==> config.mk <==
export PLATFORM = sky130hd
export DESIGN_NAME = vid_rx_deser
export DESIGN_NICKNAME = d
export VERILOG_FILES = /design/src/rtl/vid_rx_pkg.sv /design/src/rtl/vid_rx_shift.sv /design/src/rtl/vid_rx_align.sv /design/src/rtl/vid_rx_decode.sv /design/src/rtl/vid_rx_deser.sv
export SDC_FILE = /design/constraint.sdc
export NUM_CORES = 1
export LEC_CHECK = 0
export ABC_AREA = 1
export BUFFER_PORTS_ARGS = -buffer_cell sky130_fd_sc_hd__buf_2
export CAP_MARGIN = 20
export CORE_ASPECT_RATIO = 1.1
export CORE_UTILIZATION = 44
export DETAILED_ROUTE_END_ITERATION = 10
export PLACE_DENSITY = 0.66
export SLEW_MARGIN = 20
export SYNTH_ARGS = -nofsm -noshare
export SYNTH_HDL_FRONTEND = slang
export SYNTH_SLANG_ARGS = --single-unit
==> constraint.sdc <==
create_clock -name clk -period 2.5 [get_ports clk]
set_clock_uncertainty 0.05 [all_clocks]
set_input_delay 0.25 -clock clk [delete_from_list [all_inputs] [get_ports clk]]
set_output_delay 0.25 -clock clk [all_outputs]
set_load 0.02 [all_outputs]
==> src/rtl/vid_rx_pkg.sv <==
package vid_rx_pkg;

  localparam int PIX_W     = 30;
  localparam int COLOR_W   = 8;
  localparam int MAX_LANES = 3;
  localparam int BODY_W    = 3 * COLOR_W + 3;

  typedef struct packed {
    logic               par;
    logic [1:0]         aux;
    logic               de;
    logic               vs;
    logic               hs;
    logic [COLOR_W-1:0] b;
    logic [COLOR_W-1:0] g;
    logic [COLOR_W-1:0] r;
  } pix_word_t;

  // lanes in use for a lane_sel code
  function automatic int unsigned lane_count(logic [1:0] sel);
    case (sel)
      2'b00:   return 1;
      2'b01:   return 2;
      default: return 3;
    endcase
  endfunction

  // serial slots that make up one pixel
  function automatic int unsigned slot_count(logic [1:0] sel);
    return PIX_W / lane_count(sel);
  endfunction

  // even parity over colour and timing bits
  function automatic logic body_parity(pix_word_t w);
    return ^{w.de, w.vs, w.hs, w.b, w.g, w.r};
  endfunction

  function automatic logic parity_bad(pix_word_t w);
    return w.par != body_parity(w);
  endfunction

endpackage

==> src/rtl/vid_rx_shift.sv <==
module vid_rx_shift
  import vid_rx_pkg::*;
(
  input  logic                 clk,
  input  logic                 rst_n,
  input  logic                 clr,
  input  logic                 bit_en,
  input  logic [1:0]           lane_sel,
  input  logic [MAX_LANES-1:0] lane_in,
  output logic [PIX_W-1:0]     win_nx
);

  logic [PIX_W-1:0] win_q;
  logic [PIX_W-1:0] shifted;
  int unsigned      nl;

  // oldest slot drifts to bit 0; the newest slot enters at the top
  always_comb begin
    nl      = lane_count(lane_sel);
    shifted = win_q;
    for (int n = 1; n <= MAX_LANES; n++) begin
      if (nl == n) begin
        shifted = win_q >> n;
        for (int l = 0; l < n; l++) shifted[PIX_W-n+l] = lane_in[l];
      end
    end
  end

  assign win_nx = bit_en ? shifted : win_q;

  always_ff @(posedge clk) begin
    if (!rst_n || clr) win_q <= '0;
    else               win_q <= win_nx;
  end

endmodule

==> src/rtl/vid_rx_align.sv <==
module vid_rx_align
  import vid_rx_pkg::*;
#(
  parameter logic [PIX_W-1:0] SYNC_WORD   = 30'h0F0AC35B,
  parameter int               LOCK_HITS   = 2,
  parameter int               DROP_MISSES = 4
) (
  input  logic             clk,
  input  logic             rst_n,
  input  logic             clk_ok,
  input  logic             bit_en,
  input  logic             word_frame,
  input  logic             pix_mark,
  input  logic [1:0]       lane_sel,
  input  logic [PIX_W-1:0] win_nx,
  output logic             lock_q,
  output logic             lock_nx,
  output logic             word_done,
  output logic             sync_hit,
  output logic             mark_rise
);

  localparam int CNT_W  = $clog2(PIX_W);
  localparam int HIT_W  = $clog2(LOCK_HITS + 1);
  localparam int MISS_W = $clog2(DROP_MISSES + 1);
  localparam logic [HIT_W-1:0]  HIT_LAST  = HIT_W'(LOCK_HITS - 1);
  localparam logic [MISS_W-1:0] MISS_LAST = MISS_W'(DROP_MISSES - 1);

  logic [CNT_W-1:0]  cnt_q, cnt_d, cur, last;
  logic [HIT_W-1:0]  hit_q, hit_d;
  logic [MISS_W-1:0] miss_q, miss_d;
  logic              mark_q, mark_d;
  logic              at_end;

  assign last      = CNT_W'(slot_count(lane_sel) - 1);
  assign mark_rise = bit_en && clk_ok && !word_frame && pix_mark && !mark_q;
  assign sync_hit  = bit_en && clk_ok && word_frame && (win_nx == SYNC_WORD);
  assign cur       = mark_rise ? '0 : cnt_q;
  assign at_end    = (cur == last);
  assign word_done = bit_en && clk_ok && lock_q && at_end;

  always_comb begin
    cnt_d   = cnt_q;
    hit_d   = hit_q;
    miss_d  = miss_q;
    mark_d  = mark_q;
    lock_nx = lock_q;
    if (!clk_ok) begin
      cnt_d   = '0;
      hit_d   = '0;
      miss_d  = '0;
      mark_d  = 1'b0;
      lock_nx = 1'b0;
    end else if (bit_en) begin
      mark_d = pix_mark;
      cnt_d  = at_end ? '0 : cur + 1'b1;
      if (!word_frame) begin
        if (mark_rise) lock_nx = 1'b1;
      end else if (sync_hit) begin
        if (!lock_q) begin
          if (at_end && hit_q != '0) begin
            if (hit_q == HIT_LAST) begin
              lock_nx = 1'b1;
              hit_d   = '0;
              miss_d  = '0;
            end else begin
              hit_d = hit_q + 1'b1;
            end
          end else begin
            hit_d = HIT_W'(1);
            cnt_d = '0;
          end
        end else if (at_end) begin
          miss_d = '0;
        end else if (miss_q == MISS_LAST) begin
          lock_nx = 1'b0;
          miss_d  = '0;
          hit_d   = HIT_W'(1);
          cnt_d   = '0;
        end else begin
          miss_d = miss_q + 1'b1;
        end
      end
    end
  end

  always_ff @(posedge clk) begin
    if (!rst_n) begin
      cnt_q  <= '0;
      hit_q  <= '0;
      miss_q <= '0;
      mark_q <= 1'b0;
      lock_q <= 1'b0;
    end else begin
      cnt_q  <= cnt_d;
      hit_q  <= hit_d;
      miss_q <= miss_d;
      mark_q <= mark_d;
      lock_q <= lock_nx;
    end
  end

endmodule

==> src/rtl/vid_rx_decode.sv <==
module vid_rx_decode
  import vid_rx_pkg::*;
(
  input  logic               clk,
  input  logic               rst_n,
  input  logic               keep,
  input  logic               load,
  input  logic [PIX_W-1:0]   win_nx,
  output logic               pix_valid,
  output logic [COLOR_W-1:0] red,
  output logic [COLOR_W-1:0] grn,
  output logic [COLOR_W-1:0] blu,
  output logic               hsync,
  output logic               vsync,
  output logic               den,
  output logic [1:0]         aux,
  output logic               par_err
);

  pix_word_t w;
  assign w = pix_word_t'(win_nx);

  always_ff @(posedge clk) begin
    if (!rst_n || !keep) begin
      pix_valid <= 1'b0;
      red       <= '0;
      grn       <= '0;
      blu       <= '0;
      hsync     <= 1'b0;
      vsync     <= 1'b0;
      den       <= 1'b0;
      aux       <= '0;
      par_err   <= 1'b0;
    end else begin
      pix_valid <= load;
      if (load) begin
        red     <= w.r;
        grn     <= w.g;
        blu     <= w.b;
        hsync   <= w.hs;
        vsync   <= w.vs;
        den     <= w.de;
        aux     <= w.aux;
        par_err <= parity_bad(w);
      end
    end
  end

endmodule

==> src/rtl/vid_rx_deser.sv <==
module vid_rx_deser
  import vid_rx_pkg::*;
#(
  parameter logic [PIX_W-1:0] SYNC_WORD   = 30'h0F0AC35B,
  parameter int               LOCK_HITS   = 2,
  parameter int               DROP_MISSES = 4
) (
  input  logic                 clk,
  input  logic                 rst_n,
  input  logic                 clk_ok,
  input  logic                 bit_en,
  input  logic [1:0]           lane_sel,
  input  logic                 word_frame,
  input  logic                 pix_mark,
  input  logic [MAX_LANES-1:0] lane_in,
  output logic                 pix_valid,
  output logic [COLOR_W-1:0]   red,
  output logic [COLOR_W-1:0]   grn,
  output logic [COLOR_W-1:0]   blu,
  output logic                 hsync,
  output logic                 vsync,
  output logic                 den,
  output logic [1:0]           aux,
  output logic                 par_err,
  output logic                 locked
);

  logic [PIX_W-1:0] win_nx;
  logic             lock_nx;
  logic             word_done;
  logic             sync_hit;
  logic             mark_rise;

  vid_rx_shift u_shift (
    .clk      (clk),
    .rst_n    (rst_n),
    .clr      (!clk_ok),
    .bit_en   (bit_en),
    .lane_sel (lane_sel),
    .lane_in  (lane_in),
    .win_nx   (win_nx)
  );

  vid_rx_align #(
    .SYNC_WORD   (SYNC_WORD),
    .LOCK_HITS   (LOCK_HITS),
    .DROP_MISSES (DROP_MISSES)
  ) u_align (
    .clk        (clk),
    .rst_n      (rst_n),
    .clk_ok     (clk_ok),
    .bit_en     (bit_en),
    .word_frame (word_frame),
    .pix_mark   (pix_mark),
    .lane_sel   (lane_sel),
    .win_nx     (win_nx),
    .lock_q     (locked),
    .lock_nx    (lock_nx),
    .word_done  (word_done),
    .sync_hit   (sync_hit),
    .mark_rise  (mark_rise)
  );

  vid_rx_decode u_decode (
    .clk       (clk),
    .rst_n     (rst_n),
    .keep      (lock_nx),
    .load      (word_done),
    .win_nx    (win_nx),
    .pix_valid (pix_valid),
    .red       (red),
    .grn       (grn),
    .blu       (blu),
    .hsync     (hsync),
    .vsync     (vsync),
    .den       (den),
    .aux       (aux),
    .par_err   (par_err)
  );

endmodule

Word-level counts from Yosys, hierarchy flattened:

Index checks and enable logic that the tools add are counted.
W data, S select, Z words.

* reductions and logical operators: 24
* mux-type cells: 33
* add/subtract/negate cells: 4
* divide/modulo/power cells: 1
* equal/unequal tests: 11

Operators by type and width (count)
* $mux W30: 4
* $eq A32 B2 Y1 const B: 2
* $mux W5: 8
* $div A5 B32 Y32 const A: 1
* $eq A32 B1 Y1 const B: 1
* $eq A30 B28 Y1 const B: 1
* $reduce_xor A27 Y1: 1
* $mux W3: 5
* $mux W1: 10
* $mux W2: 5
* $reduce_and A5 Y1: 2
* $logic_and A1 B1 Y1: 9
* $reduce_bool A2 Y1: 3
* $add A5 B1 Y5 const B: 1
* $eq A5 B5 Y1: 1
* $logic_not A1 Y1: 5
* $sub A5 B1 Y5 const B: 1
* $eq A2 B1 Y1 const B: 2
* $ne A2 B2 Y1 const B: 2
* $pmux W2 S2: 1
* $add A3 B1 Y3 const B: 1
* $eq A3 B2 Y1 const B: 1
* $add A2 B1 Y2 const B: 1
* $logic_not A2 Y1: 1
* 3 further kinds: 4

* input bits: 11
* logic and storage cells: 88
* register bits: 73

Logic depth before layout (Yosys ltp):

* word-level depth: 15
* mapped depth: 23

By module:

From an unflattened synthesis, not the netlist that was laid out.

* cell total of the unflattened synthesis: 752
* area total of the unflattened synthesis: 4702.0 sq um

Modules (own cells, without submodules)
* vid_rx_shift: seq. area each 600.6 sq um, area each 1801.7 sq um, instances 1, cells an instance 296
* vid_rx_decode: seq. area each 620.6 sq um, area each 1784.2 sq um, instances 1, cells an instance 273
* vid_rx_align: seq. area each 240.2 sq um, area each 1112.3 sq um, instances 1, cells an instance 182
* vid_rx_deser: seq. area each 0.0 sq um, area each 3.8 sq um, instances 1, cells an instance 1

Worst setup path after synthesis:

OpenSTA, ideal clock, no wires.

* kind: input -> register
* start: input port lane_sel[1]
* end: register u_decode.par_err
* arrival time: 2382 ps
* data required time: 2335 ps
* path buffers: 2
* cell stages on the path: 20
* library setup time: 115 ps
* slack: -46 ps
* cell sequence: buf_4 > nor2_4 > inv_2 > clkbuf_1 > o22ai_1 > inv_1 > a22oi_1 > inv_1 > ha_1 > xnor2_1 > xor2_1 > nand2_1 > nand2_1 > nand2_1 > nand2_1 > nand2_1 > nand3_1 > nand2_1 > inv_1 > nor2_1

* cells in the longest elaborated chain, start to end: 15
* elaborated cells between the ends (all ways): 28
* classes of those cells: 1 x add/sub; 1 x div; 7 x eq/ne; 12 x mux; 7 x reduce/logical

Ends and longest elaborated chain
* start: declaration: line vid_rx_deser.sv:12 `input logic [1:0] lane_sel,`
* $eq A2 B1 Y1 or $logic_not A2 Y1 (tied branches): line vid_rx_pkg.sv:21 `case (sel)`
* $pmux W2 S2 *: line vid_rx_pkg.sv:21
* $eq A32 B1 Y1: line vid_rx_shift.sv:22 `if (nl == n) begin`
* $mux W30 (2 in a row): line vid_rx_shift.sv:22
* $mux W30 *: line vid_rx_shift.sv:22
* $mux W30 *: line vid_rx_shift.sv:29 `assign win_nx = bit_en ? shifted : win_q;`
* named net u_align.win_nx[0]: line vid_rx_align.sv:15 `input logic [PIX_W-1:0] win_nx,`
* $eq A30 B28 Y1: line vid_rx_align.sv:37 `assign sync_hit = bit_en && clk_ok && word_frame && (win_nx == SYNC_WORD);`
* $logic_and A1 B1 Y1: line vid_rx_align.sv:37
* $mux W1: line vid_rx_align.sv:59 `end else if (sync_hit) begin`
* $mux W1: line vid_rx_align.sv:57 `if (!word_frame) begin`
* $mux W1: line vid_rx_align.sv:54 `end else if (bit_en) begin`
* $mux W1: line vid_rx_align.sv:48 `if (!clk_ok) begin`
* $logic_not A1 Y1: line vid_rx_decode.sv:24 `if (!rst_n || !keep) begin`
* $logic_or A1 B1 Y1: line vid_rx_decode.sv:24
* end signal: assignment: line vid_rx_decode.sv:44 `par_err <= parity_bad(w);`
* end: declaration: line vid_rx_decode.sv:17 `output logic par_err`

Mark *: on every way through the listed nets, which the timed path passes. The rest lies on a longest branch.
A chain may end at the register's enable or synchronous reset.

Worst setup path after layout:

* start: register u_shift.win_q[12]
* end: register u_decode.blu[4]

* elaborated cells between the ends (all ways): 12
* classes of those cells: 1 x eq/ne; 8 x mux; 3 x reduce/logical

RTL lines
* start: declaration: line vid_rx_shift.sv:13 `logic [PIX_W-1:0] win_q;`
* start signal: assignment: line vid_rx_shift.sv:33 `else win_q <= win_nx;`
* $mux W30: line vid_rx_shift.sv:22
* $mux W30: line vid_rx_shift.sv:29
* named net u_align.win_nx[9]: line vid_rx_align.sv:15
* $eq A30 B28 Y1: line vid_rx_align.sv:37
* $logic_and A1 B1 Y1: line vid_rx_align.sv:37
* $mux W1: line vid_rx_align.sv:59
* $mux W1: line vid_rx_align.sv:57
* $mux W1: line vid_rx_align.sv:54
* $mux W1: line vid_rx_align.sv:48
* $logic_not A1 Y1: line vid_rx_decode.sv:24
* $logic_or A1 B1 Y1: line vid_rx_decode.sv:24
* end signal: assignment: line vid_rx_decode.sv:39 `blu <= w.b;`
* end: declaration: line vid_rx_decode.sv:12 `output logic [COLOR_W-1:0] blu,`

The timed path passes the listed nets, and every way through them passes these cells.

==> metrics.md <==
| Metric | Value |
|---|---|
| Clk root buf | `clkbuf_8` |
| Clk buf depth | `2` |
| Seq/Total Area, Yosys | `0.354` |
| DRT Pass-1 Iters | `5` |
| Reg-to-reg slack, setup | `50 ps` |
| Number of synthesized flops with an enable pin | `0` |
| Total grt overflow | `0` |
| Initial antenna violation count | `0` |
| Fillers | `815` |
| Commonest non-fill, non-tap cells in the layout | `132 x nand2_1, 69 x buf_4, 68 x inv_1, 59 x dfxtp_1, 50 x nor2_1` |
| Worst path cell trace | `nor2_1 > nor2_1 > a22oi_1 > inv_1 > ha_2 > nand2_2 > nor2_2 > nand2_1 > nor2_1 > nand2_1 > nor2_1 > nand2_1 > nor2_1 > nand2_1 > nand2_2 > nand4_4 > clkbuf_16 > nor2_4` |
| Final Hold Fails | `0` |
| Reg clk slew, reported paths | `80 ps` |
| Post-Synthesis Cell Area | `4130 sq um` |
| Status | `complete, no violations` |
| Yosys warning total | `0` |
| Die W | `94.4 um` |
| Primary FF master, synth | `dfxtp_1` |
| Row cnt | `36` |
| R2R Path Start | `u_shift.win_q[12]` |
| Worst Tran Pin Value | `410 ps` |
| RSZ-0062 raised after global routing | `yes` |
| Multi-input gate area | `2440 sq um` |
| Leak | `2.35 nW` |
| Synth Net Count | `614` |
| Worst hold margin | `127 ps` |
| Max cap viols | `0` |
| Max incr delay on CP | `420 ps` |
| CP Max Fanout | `8` |
| Synth area leader | `dfxtp_1` |
| Setup crit end | `u_decode.blu[4]` |
| Routed vias | `4196` |
| Die area | `9790 sq um` |
| Flip-flop and latch area | `1480 sq um` |
| Fraction of layout cells with a size suffix above 1 | `0.349` |
| First-pass GRT wire length | `17.2 mm` |
| Routed Wire Length | `11.1 mm` |
| Asr flop ratio synth | `0` |
| Critical path endpoint category | `flop` |
| CTS tree | `done` |
| Cts hold-fix bufs | `0` |
| Endpoints failing setup | `0` |
| Critical Path RT | `2760 ps` |
| Post-synth top area share | `0.354` |
| Inst Count DP | `777` |
| Setup TNS Final | `0 ps` |
| Ports | `43` |
| Top post-synthesis cells by area | `dfxtp_1 35%, nand2_1 12%, inv_1 6.4%, nor2_1 5.0%, ha_1 4.5%` |
| N_diodes | `0` |
| Slowest stage cell on the critical path | `dfxtp_1` |
| Largest net degree at the start of global routing | `36` |
| Synthesized flop and latch total | `73` |
| Final slew viol count | `0` |
| FF-to-FF End | `u_decode.blu[4]` |
| R2r worst-path depth | `18` |
| Crit-path most repeated cell | `nor2_1` |
| Worst setup slack after layout | `45.4 ps` |
| Final non-filler cell total | `808` |
| Tightest Hold Check Type | `primary input to flop` |
| Total DRC errors in the routed layout | `0` |
| Nets | `715` |
| Final GP Congestion | `0.894` |
| Max_slew headroom | `0.726` |
| Commonest non-fill, non-tap cell in the layout | `nand2_1` |
| Core area | `9010 sq um` |
| Cell Pwr Density | `549 nW/um^2` |
| Pre-CTS WS | `-258 ps` |
| Unique masters post-synth | `36` |
| Area growth, synth to finish | `33.5%` |
| Number of global-route vias before repair | `3715` |
| Num Clock Sinks | `73` |
| Worst vdd ir | `0.000435 V` |
| Half-perimeter wire length after placement | `7.68 mm` |
| Final min period | `2450 ps` |
| Synth Instances | `588` |
| Chip height | `104 um` |
| Crit Path Class | `flop to flop` |
| Overall Power | `0.00303 W` |
| IO Port Bufs | `42` |
| Startpoint types | `flop` |
| Avg Inst Size Synth | `7.03 sq um` |
| Initial DRC Count | `331` |
| Cts bufs inserted | `9` |
| GR Util All Layers | `0.226` |
| Worst skew pair latency | `360 ps` |
| Crit share post-route | `0.982` |
| Via/cell ratio | `5.19` |
| H-Tree Depth | `3` |
| Max Clk Rate | `407 MHz` |
| Crit path DAT | `2710 ps` |
| Worst Setup SP | `u_shift.win_q[12]` |
| Antenna Violating Nets Remaining | `0` |
| Initial Util | `0.459` |
| Routed len/inst | `13.8 um` |
==> logic make-up after synthesis <==
| family | Yosys count | share of synthesized area |
|---|---|---|
| simple gates | 267 | 0.306 |
| compound gates | 112 | 0.156 |
| buf+inv | 107 | 0.109 |
| flops | 73 | 0.354 |
| fa+ha+maj | 15 | 0.0454 |
| xor+xnor | 14 | 0.0297 |
==> area by class of cell <==
cell class / instances / area share
inverters: 79 / 0.0551
clock buffers: 10 / 0.0249
clock inverters: 6 / 0.0249
repair buffers: 118 / 0.159
well taps: 114 / 0.0258
multi-input cells: 408 / 0.442
flip-flops and latches: 73 / 0.268
==> routing by layer <==
metal,global-route usage,routed length [um],share of wire
met1,0.303,5090,0.46
met2,0.343,5100,0.46
met3,0.0455,641,0.058
met4,0.108,287,0.026
met5,0,0,0
==> sequential cells by signal, indices dropped and copies added (netlist names) <==
signal and flops:
u_decode.blu 8, u_align.hit_q 2, u_align.miss_q 3, u_decode.hsync 1, u_align.mark_q 1, u_decode.red 8, u_align.cnt_q 5, u_shift.win_q 30
u_decode.pix_valid 1, u_decode.grn 8, u_decode.aux 2, u_align.lock_q 1, u_decode.par_err 1, u_decode.den 1, u_decode.vsync 1
==> worst max-delay path, delay by kind of cell (launching register included) <==
family          cells  cell delay (ps)
flops               1              420
compound gates      1              100
simple gates       14             1280
fa+ha+maj           1              200
buf+inv             2              350
==> cell usage after synthesis, types with 10 or more instances <==
master,instances
nor2_4,12
a21oi_1,33
inv_1,71
nand2_1,134
a22oi_1,10
ha_1,15
o22ai_1,11
nor2_2,21
nand3_1,24
clkbuf_1,15
o21ai_1,10
dfxtp_1,73
nor2_1,55
o21ai_0,33
==> how the worst min path moves through the flow <==
stage                                start                to  slack, ps  cells past startpoint
after floorplan                   pix_mark    u_align.mark_q        350                      2
after global placement    u_align.hit_q[1]  u_align.hit_q[1]        420                      2
after detailed placement  u_align.hit_q[1]  u_align.hit_q[1]        430                      2
after CTS                         pix_mark    u_align.mark_q        100                      3
after global routing              pix_mark    u_align.mark_q        140                      3
final                             pix_mark    u_align.mark_q        130                      3
==> power by group <==
part           switching (W)  total [W]  internal, W
logic               0.000319   0.000573     0.000254
registers          0.0000205    0.00120      0.00118
clock network       0.000460    0.00126     0.000796
==> metrics by stage <==
step / util / cell area, sq um
6_report: 0.613 / 5520
2_1_floorplan: - / 4140
3_5_place_dp: 0.539 / 4860
3_3_place_gp: 0.539 / 4860
4_1_cts: 0.570 / 5130
5_1_grt: 0.613 / 5520
==> what timing repair did <==
action,in CTS,in global routing
gates resized for setup,0,85
setup buffers,0,13
endpoints found under the setup margin,0,34
(Power assumes the default switching activity.)
